`src/rtl/mmu_regs_pkg.sv`:
```
package mmu_regs_pkg;
  // Register word addresses
  localparam int ADR_REV   = 0;
  localparam int ADR_STAT  = 1;
  localparam int ADR_IEN   = 2;
  localparam int ADR_CTL   = 3;
  localparam int ADR_FADDR = 4;
  localparam int ADR_BASE  = 5;

  localparam logic [7:0] REV_VALUE = 8'h11;

  // Enable field position inside the control word
  localparam int CTL_LSB = 1;
  localparam int CTL_W   = 3;

  typedef struct packed {
    logic wrStat;
    logic wrIen;
    logic wrCtl;
    logic wrBase;
  } regStrobes_t;
endpackage

```
`src/rtl/mmu_regs_ctrl.sv`:
```
module mmu_regs_ctrl
  import mmu_regs_pkg::*;
#(
  parameter int ADDR_W = 3
) (
  input  logic [ADDR_W-1:0] regAddr,
  input  logic              regWrEn,
  output regStrobes_t       strobes
);
  always_comb begin
    strobes = '0;
    if (regWrEn) begin
      strobes.wrStat = (regAddr == ADDR_W'(ADR_STAT));
      strobes.wrIen  = (regAddr == ADDR_W'(ADR_IEN));
      strobes.wrCtl  = (regAddr == ADDR_W'(ADR_CTL));
      strobes.wrBase = (regAddr == ADDR_W'(ADR_BASE));
    end
  end
endmodule

```
`src/rtl/mmu_regs_dp.sv`:
```
module mmu_regs_dp
  import mmu_regs_pkg::*;
#(
  parameter int ADDR_W     = 3,
  parameter int DATA_W     = 32,
  parameter int FAULT_N    = 5,
  parameter int ALIGN_BITS = 14
) (
  input  logic               clk,
  input  logic               rstN,
  input  regStrobes_t        strobes,
  input  logic [ADDR_W-1:0]  regAddr,
  input  logic [DATA_W-1:0]  regWrData,
  input  logic [FAULT_N-1:0] faultPulse,
  input  logic [DATA_W-1:0]  faultAddr,
  output logic [DATA_W-1:0]  regRdData,
  output logic               irqOut,
  output logic [CTL_W-1:0]   ctlQ,
  output logic [FAULT_N-1:0] statusQ,
  output logic [FAULT_N-1:0] enableQ,
  output logic [DATA_W-1:0]  faultAddrQ
);
  localparam int BASE_W = DATA_W - ALIGN_BITS;

  logic [BASE_W-1:0] baseQ;
  logic              capture;

  // Sticky status bits: a fault on the same edge beats a clear
  for (genvar i = 0; i < FAULT_N; i++) begin : g_stat
    always_ff @(posedge clk or negedge rstN) begin
      if (!rstN)              statusQ[i] <= 1'b0;
      else if (faultPulse[i]) statusQ[i] <= 1'b1;
      else if (strobes.wrStat && regWrData[i]) statusQ[i] <= 1'b0;
    end
  end

  assign capture = (|faultPulse) && (statusQ == '0);

  always_ff @(posedge clk or negedge rstN) begin
    if (!rstN) begin
      enableQ    <= '0;
      ctlQ       <= '0;
      baseQ      <= '0;
      faultAddrQ <= '0;
    end else begin
      if (strobes.wrIen)  enableQ <= regWrData[FAULT_N-1:0];
      if (strobes.wrCtl)  ctlQ    <= regWrData[CTL_LSB +: CTL_W];
      if (strobes.wrBase) baseQ   <= regWrData[DATA_W-1:ALIGN_BITS];
      if (capture)        faultAddrQ <= faultAddr;
    end
  end

  assign irqOut = |(statusQ & enableQ);

  always_comb begin
    regRdData = '0;
    case (regAddr)
      ADDR_W'(ADR_REV):   regRdData[7:0]                   = REV_VALUE;
      ADDR_W'(ADR_STAT):  regRdData[FAULT_N-1:0]           = statusQ;
      ADDR_W'(ADR_IEN):   regRdData[FAULT_N-1:0]           = enableQ;
      ADDR_W'(ADR_CTL):   regRdData[CTL_LSB +: CTL_W]      = ctlQ;
      ADDR_W'(ADR_FADDR): regRdData                        = faultAddrQ;
      ADDR_W'(ADR_BASE):  regRdData[DATA_W-1:ALIGN_BITS]   = baseQ;
      default:            regRdData                        = '0;
    endcase
  end
endmodule

```
`src/rtl/mmu_fault_regs.sv`:
```
module mmu_fault_regs
  import mmu_regs_pkg::*;
#(
  parameter int ADDR_W     = 3,
  parameter int DATA_W     = 32,
  parameter int FAULT_N    = 5,
  parameter int ALIGN_BITS = 14
) (
  input  logic               clk,
  input  logic               rstN,
  input  logic [ADDR_W-1:0]  regAddr,
  input  logic               regWrEn,
  input  logic [DATA_W-1:0]  regWrData,
  output logic [DATA_W-1:0]  regRdData,
  input  logic [FAULT_N-1:0] faultPulse,
  input  logic [DATA_W-1:0]  faultAddr,
  output logic               irqOut,
  output logic               mmuEnable,
  output logic               walkEnable,
  output logic               emuTlbEnable
);
  regStrobes_t        strobes;
  logic [CTL_W-1:0]   ctlQ;
  logic [FAULT_N-1:0] statusQ;
  logic [FAULT_N-1:0] enableQ;
  logic [DATA_W-1:0]  faultAddrQ;

  mmu_regs_ctrl #(.ADDR_W(ADDR_W)) u_ctrl (
    .regAddr (regAddr),
    .regWrEn (regWrEn),
    .strobes (strobes)
  );

  mmu_regs_dp #(
    .ADDR_W(ADDR_W), .DATA_W(DATA_W), .FAULT_N(FAULT_N), .ALIGN_BITS(ALIGN_BITS)
  ) u_dp (
    .clk        (clk),
    .rstN       (rstN),
    .strobes    (strobes),
    .regAddr    (regAddr),
    .regWrData  (regWrData),
    .faultPulse (faultPulse),
    .faultAddr  (faultAddr),
    .regRdData  (regRdData),
    .irqOut     (irqOut),
    .ctlQ       (ctlQ),
    .statusQ    (statusQ),
    .enableQ    (enableQ),
    .faultAddrQ (faultAddrQ)
  );

  assign mmuEnable    = ctlQ[0];
  assign walkEnable   = ctlQ[1];
  assign emuTlbEnable = ctlQ[2];
endmodule

```
`config.mk`:
```
export PLATFORM = sky130hd
export DESIGN_NAME = mmu_fault_regs
export DESIGN_NICKNAME = d
export VERILOG_FILES = /design/src/rtl/mmu_regs_pkg.sv /design/src/rtl/mmu_regs_ctrl.sv /design/src/rtl/mmu_regs_dp.sv /design/src/rtl/mmu_fault_regs.sv
export SDC_FILE = /design/constraint.sdc
export NUM_CORES = 1
export LEC_CHECK = 0
export BUFFER_PORTS_ARGS = -buffer_cell sky130_fd_sc_hd__buf_2
export CORE_UTILIZATION = 45
export CTS_BUF_LIST = sky130_fd_sc_hd__clkbuf_8
export DETAILED_ROUTE_END_ITERATION = 10
export PLACE_DENSITY = 0.81
export SYNTH_ARGS = -nofsm -noshare
export SYNTH_HDL_FRONTEND = slang
export SYNTH_SLANG_ARGS = --single-unit
```
`constraint.sdc`:
```
create_clock -name clk -period 2.5 [get_ports clk]
set_input_delay 0.5 -clock clk [delete_from_list [all_inputs] [get_ports clk]]
set_output_delay 0.5 -clock clk [all_outputs]
set_load 0.03 [all_outputs]
```
# Yosys cells after proc, flatten, opt, wreduce, memory -nomap -nowiden
# Index checks and enable logic that the tools add are counted.
word_totals:
  output_inout_bits: 36
  elab_cells: 47
  register_bits: 63
classes:
  n_reduce_logical: 15
  bitwise: 1
  n_eq_ne: 5
  n_mux: 17
op_table:
  columns: ["cell", "n"]
  rows:
  - ["one-hot mux 18 bit (2 select lines)", 1]
  - ["one-hot mux 3 bit (4 select lines)", 1]
  - ["two-way mux 1 bit", 10]
  - ["nonzero test 2 bit", 5]
  - ["OR reduction 5 bit", 2]
  - ["one-hot mux 1 bit (4 select lines)", 2]
  - ["== test 3 x 2 -> 1 bit, second input constant", 2]
  - ["== test 3 bit, second input constant", 2]
  - ["logical AND 1 bit", 6]
  - ["two-way mux 6 bit", 1]
  - ["AND 5 bit", 1]
  - ["zero test 5 bit", 1]
  - ["two-way mux 4 bit", 1]
  - ["== test 3 x 1 -> 1 bit, second input constant", 1]
  - ["zero test 3 bit", 1]
  - ["two-way mux 3 bit", 1]

# Longest topological paths before layout
depth:
  word_depth: 5
  ltp_mapped: 6
  mapped_depth_nobuf: 3

# By module
# Synthesis repeated with hierarchy kept, for this count alone.
unflattened:
  hier_cells: 209
  hier_area_um2: 2961.6
modules_own_cells:
  columns: ["module", "area_per_inst_um2", "seq_area_each_um2", "cells_each", "n_inst"]
  rows:
  - ["mmu_regs_dp", 2914.0, 1576.5, 205, 1]
  - ["mmu_regs_ctrl", 47.5, 0.0, 4, 1]

# Worst setup path before layout
# Ideal clock, no wire load.
synth_timing:
  kind: "input to output"
  startpoint: "input port regAddr[2]"
  endpoint: "output port regRdData[1]"
  slack_ns: 0.199
  path_buffers: 2
  t_arrival_ns: 1.801
  t_required_ns: 2.000
  cell_stages: 5
  cell_sequence: "clkbuf_1 > nor2b_1 > clkbuf_1 > a22oi_1 > o22ai_1"
synth_between:
  elab_chain_cells: 2
  elab_cells_between_ends: 5
  classes_between: "eq/ne (4); mux (1)"
synth_rtl:
  columns: ["item", "line", "rtl"]
  rows:
  - ["start: declaration", "mmu_fault_regs.sv:11", "input logic [ADDR_W-1:0] regAddr,"]
  - ["== test 3 bit (tied with other cells)", "mmu_regs_dp.sv:57", "case (regAddr)"]
  - ["one-hot mux 3 bit (4 select lines) (*)", "mmu_regs_dp.sv:57", null]
  - ["end: declaration", "mmu_fault_regs.sv:14", "output logic [DATA_W-1:0] regRdData,"]
# Every way passes the cells marked *; elsewhere a longest branch is shown, timed or not.

# Final worst setup path
layout_timing:
  startpoint: "input port regAddr[2]"
  endpoint: "output port regRdData[24]"
layout_between:
  elab_chain_cells: 2
  elab_cells_between_ends: 3
  classes_between: "eq/ne (2); mux (1)"
layout_rtl:
  columns: ["item", "line"]
  rows:
  - ["== test 3 bit", "mmu_regs_dp.sv:57"]
  - ["one-hot mux 18 bit (2 select lines) (*)", "mmu_regs_dp.sv:57"]
# Marked as above.

==> results.tsv <==
stage	metric	value	unit
final_layout	nets	390	
sta	Worst-Margin Slew	0.674	ns
worst_hold_path	Worst Hold Class	in -> async	
die	FP Rows	29	
pwr	overall power	2620	uW
drt	total iterations of the first detailed-routing run	4	
pwr	Int Pwr	1940	uW
sta	final critical-path share of the clock period	0.861	
pwr	combinational power share	0.170	
sta	minimum clock period	2.15	ns
logic_synthesis	register area share after synthesis	0.533	
drt	vias	2106	
sta	Worst Slack Setup Final	0.347	ns
die	io pins	111	
logic_synthesis	Mapped Cells	209	
placement	dpl ws	0.355	ns
drt	WL/cell	17.0	um
die	die height	83.0	um
die	Core Area	0.00635	mm^2
logic_synthesis	dominant cells by area after synthesis	dfrtp_1 53%, mux2_4 15%, mux2_2 8.0%, a22o_1 5.9%, and3_1 1.9%	
final_layout	Antenna diodes	0	
logic_synthesis	Synth Cell Area	0.00296	mm^2
clock_tree	Post-CTS Resized	0	
clock_tree	Clock Sinks	63	
critical_path	crit path kind	in -> out	
logic_synthesis	Yosys top cell area share	0.533	
logic_synthesis	Yosys warning total	0	
sta	Setup Viol. Count Final	0	
critical_path	Worst Path Required	2.00	ns
grt	GR Util All Layers	0.209	
sta	Worst slew margin	0.551	
critical_path	Setup crit end kind	output pin	
placement	Placer Congestion	0.807	
final_layout	commonest non-fill, non-tap cells in the layout	101 x buf_2, 63 x dfrtp_1, 30 x mux2_4	
drt	Final ANT Viol Nets	0	
logic_synthesis	Yosys reg bits	63	
placement	Detail Placement HPWL	4.69	mm
grt	pin count of the biggest net entering global routing	36	
sta	RSZ-0062 raised after global routing	false	
pwr	VDD IR max	390	uV
clock_tree	H-tree levels	3	
job	max-cap violation count	0	
die	die area	0.00690	mm^2
critical_path	Critical R2R Launch	u_dp.statusQ[2]	
status	status	finished, final reports clean	
grt	GRT overflow	0	
critical_path	CP startpoint	regAddr[2]	
pwr	static leakage	0.00188	uW
critical_path	Arr. time, crit path	1.65	ns
final_layout	layout cells sized above 1	0.561	
clock_tree	setup bufs post-CTS	0	
sta	setup TNS	0	ns
clock_tree	Clk Tree Root Cell	clkbuf_8	
logic_synthesis	post-synth net total	284	
critical_path	critical-path maximum fanout	18	
grt	first-pass GRT wire length	11.1	mm
pwr	share of power burned in registers	0.467	
clock_tree	CTS Buf Count	9	
drt	vias per inst	5.32	
sta	Max Freq	465	MHz
die	Initial Utilization	0.465	
placement	IO Port Bufs	101	
critical_path	CP Launch Type	input pin	
final_layout	Non-Filler Instances	396	
sta	Final Max Slew Viols	0	
logic_synthesis	synthesized area per cell	14.1	um^2
grt	initial antenna violation count	0	
sta	clock skew	0.00951	ns
sta	final count of hold timing violations	0	
grt	vias in the first global route	2305	
pwr	net switching component of the power	677	uW
drt	Post-Route WL	6.74	mm
logic_synthesis	post-synth cell types	29	
pwr	Net Sw Frac	0.258	
clock_tree	TritonCTS clock tree	built	
clock_tree	# hold bufs at CTS	0	
placement	DP Cell Count	381	
die	die width	83.0	um
clock_tree	CTS clk-pin slew, worst paths	0.06	ns
final_layout	commonest non-fill, non-tap cell in the layout	buf_2	
clock_tree	deepest clock path buffer count	2	
clock_tree	clk_lat worst skew	0.33	ns
final_layout	P&R area growth vs syn	27.7	%
drt	initial DRC count	86	
pwr	clock group share of total power	0.363	
drt	number of remaining DRC errors	0	
pwr	cell area power density	694	mW/mm^2
logic_synthesis	Synth area leader	dfrtp_1	
-- worst max-delay path, cell delays in order --
cell and delay (ns):
buf_2 0.19, nor2b_1 0.19, and2_1 0.14, buf_4 0.24, a22o_1 0.19, buf_2 0.19
-- sequential cells by signal (all words and copies together), names as in the netlist --
name,cells
u_dp.statusQ,5
u_dp.enableQ,5
u_dp.faultAddrQ,32
u_dp.baseQ,18
u_dp.ctlQ,3
-- per-stage QoR --
step / cell area, um^2 / util / hold slack [ns]
6_report: 3770 / 0.594 / 0.205
5_1_grt: 3770 / 0.594 / 0.256
4_1_cts: 3770 / 0.594 / 0.225
3_5_place_dp: 3560 / 0.561 / 0.475
3_3_place_gp: 3560 / 0.561 / 0.469
2_1_floorplan: 2960 / - / 0.204
-- cells in the mapped netlist --
cell type / number
a211oi_4: 1
a21o_1: 4
a21o_2: 1
a222oi_1: 1
a22o_1: 20
a22oi_1: 4
and2_1: 1
and3_1: 9
and3b_1: 1
buf_2: 4
buf_6: 3
clkbuf_1: 7
dfrtp_1: 63
inv_1: 4
mux2_1: 5
mux2_2: 21
mux2_4: 30
mux2i_1: 3
nand2_1: 8
nand2_2: 1
nand2b_1: 1
nand4b_1: 1
nor2_1: 1
nor2b_1: 4
nor4_2: 1
nor4bb_1: 2
o21ai_0: 2
o22ai_1: 5
or4_4: 1
-- power by group through the flow --
stage | combinational (uW) | sequential (uW) | clock (uW)
2_1_floorplan | 277 | 1240 | 0
3_3_place_gp | 435 | 1230 | 0
3_5_place_dp | 451 | 1240 | 0
4_1_cts | 452 | 1220 | 980
5_1_grt | 480 | 1240 | 1020
6_report | 446 | 1220 | 950
-- worst paths after layout --
path	end	cells after the start	slack [ns]
setup / recovery	regRdData[24]	6	0.35
hold / removal	u_dp.baseQ[4]	1	0.20
setup reg to reg	u_dp.faultAddrQ[31]	4	0.47
hold reg to reg	u_dp.faultAddrQ[22]	1	0.49
max in group asynchronous	u_dp.faultAddrQ[31]	2	1.67
min in group clk	u_dp.statusQ[1]	2	0.37
-- cell families after synthesis --
| kind of cell | after synthesis | share of synthesized area |
|---|---|---|
| flip-flops | 63 | 0.533 |
| buffers and inverters | 18 | 0.0322 |
| AND/OR/NAND/NOR | 31 | 0.0660 |
| multiplexers | 59 | 0.262 |
| AO/OA/AOI/OAI | 38 | 0.107 |
-- layer usage --
| metal | global-route usage | up-vias | routed length (um) |
|---|---|---|---|
| met2 | 0.355 | 79 | 3390 |
| met4 | 0.0611 | 0 | 38 |
| li1 | - | 975 | - |
| met1 | 0.253 | 1047 | 2820 |
| met5 | 0 | - | 0 |
| met3 | 0.0706 | 5 | 490 |
-- layout make-up --
cell class                 count  area [um^2]
tap                           77         96.3
clock buffer                  10          138
inverter                       4         15.0
fill                         537         2580
timing repair buffer         109          591
multi-input combinational    128         1280
sequential                    63         1580
clock inverter                 5         73.8
Note: power is estimated with default switching activity, not from simulation.
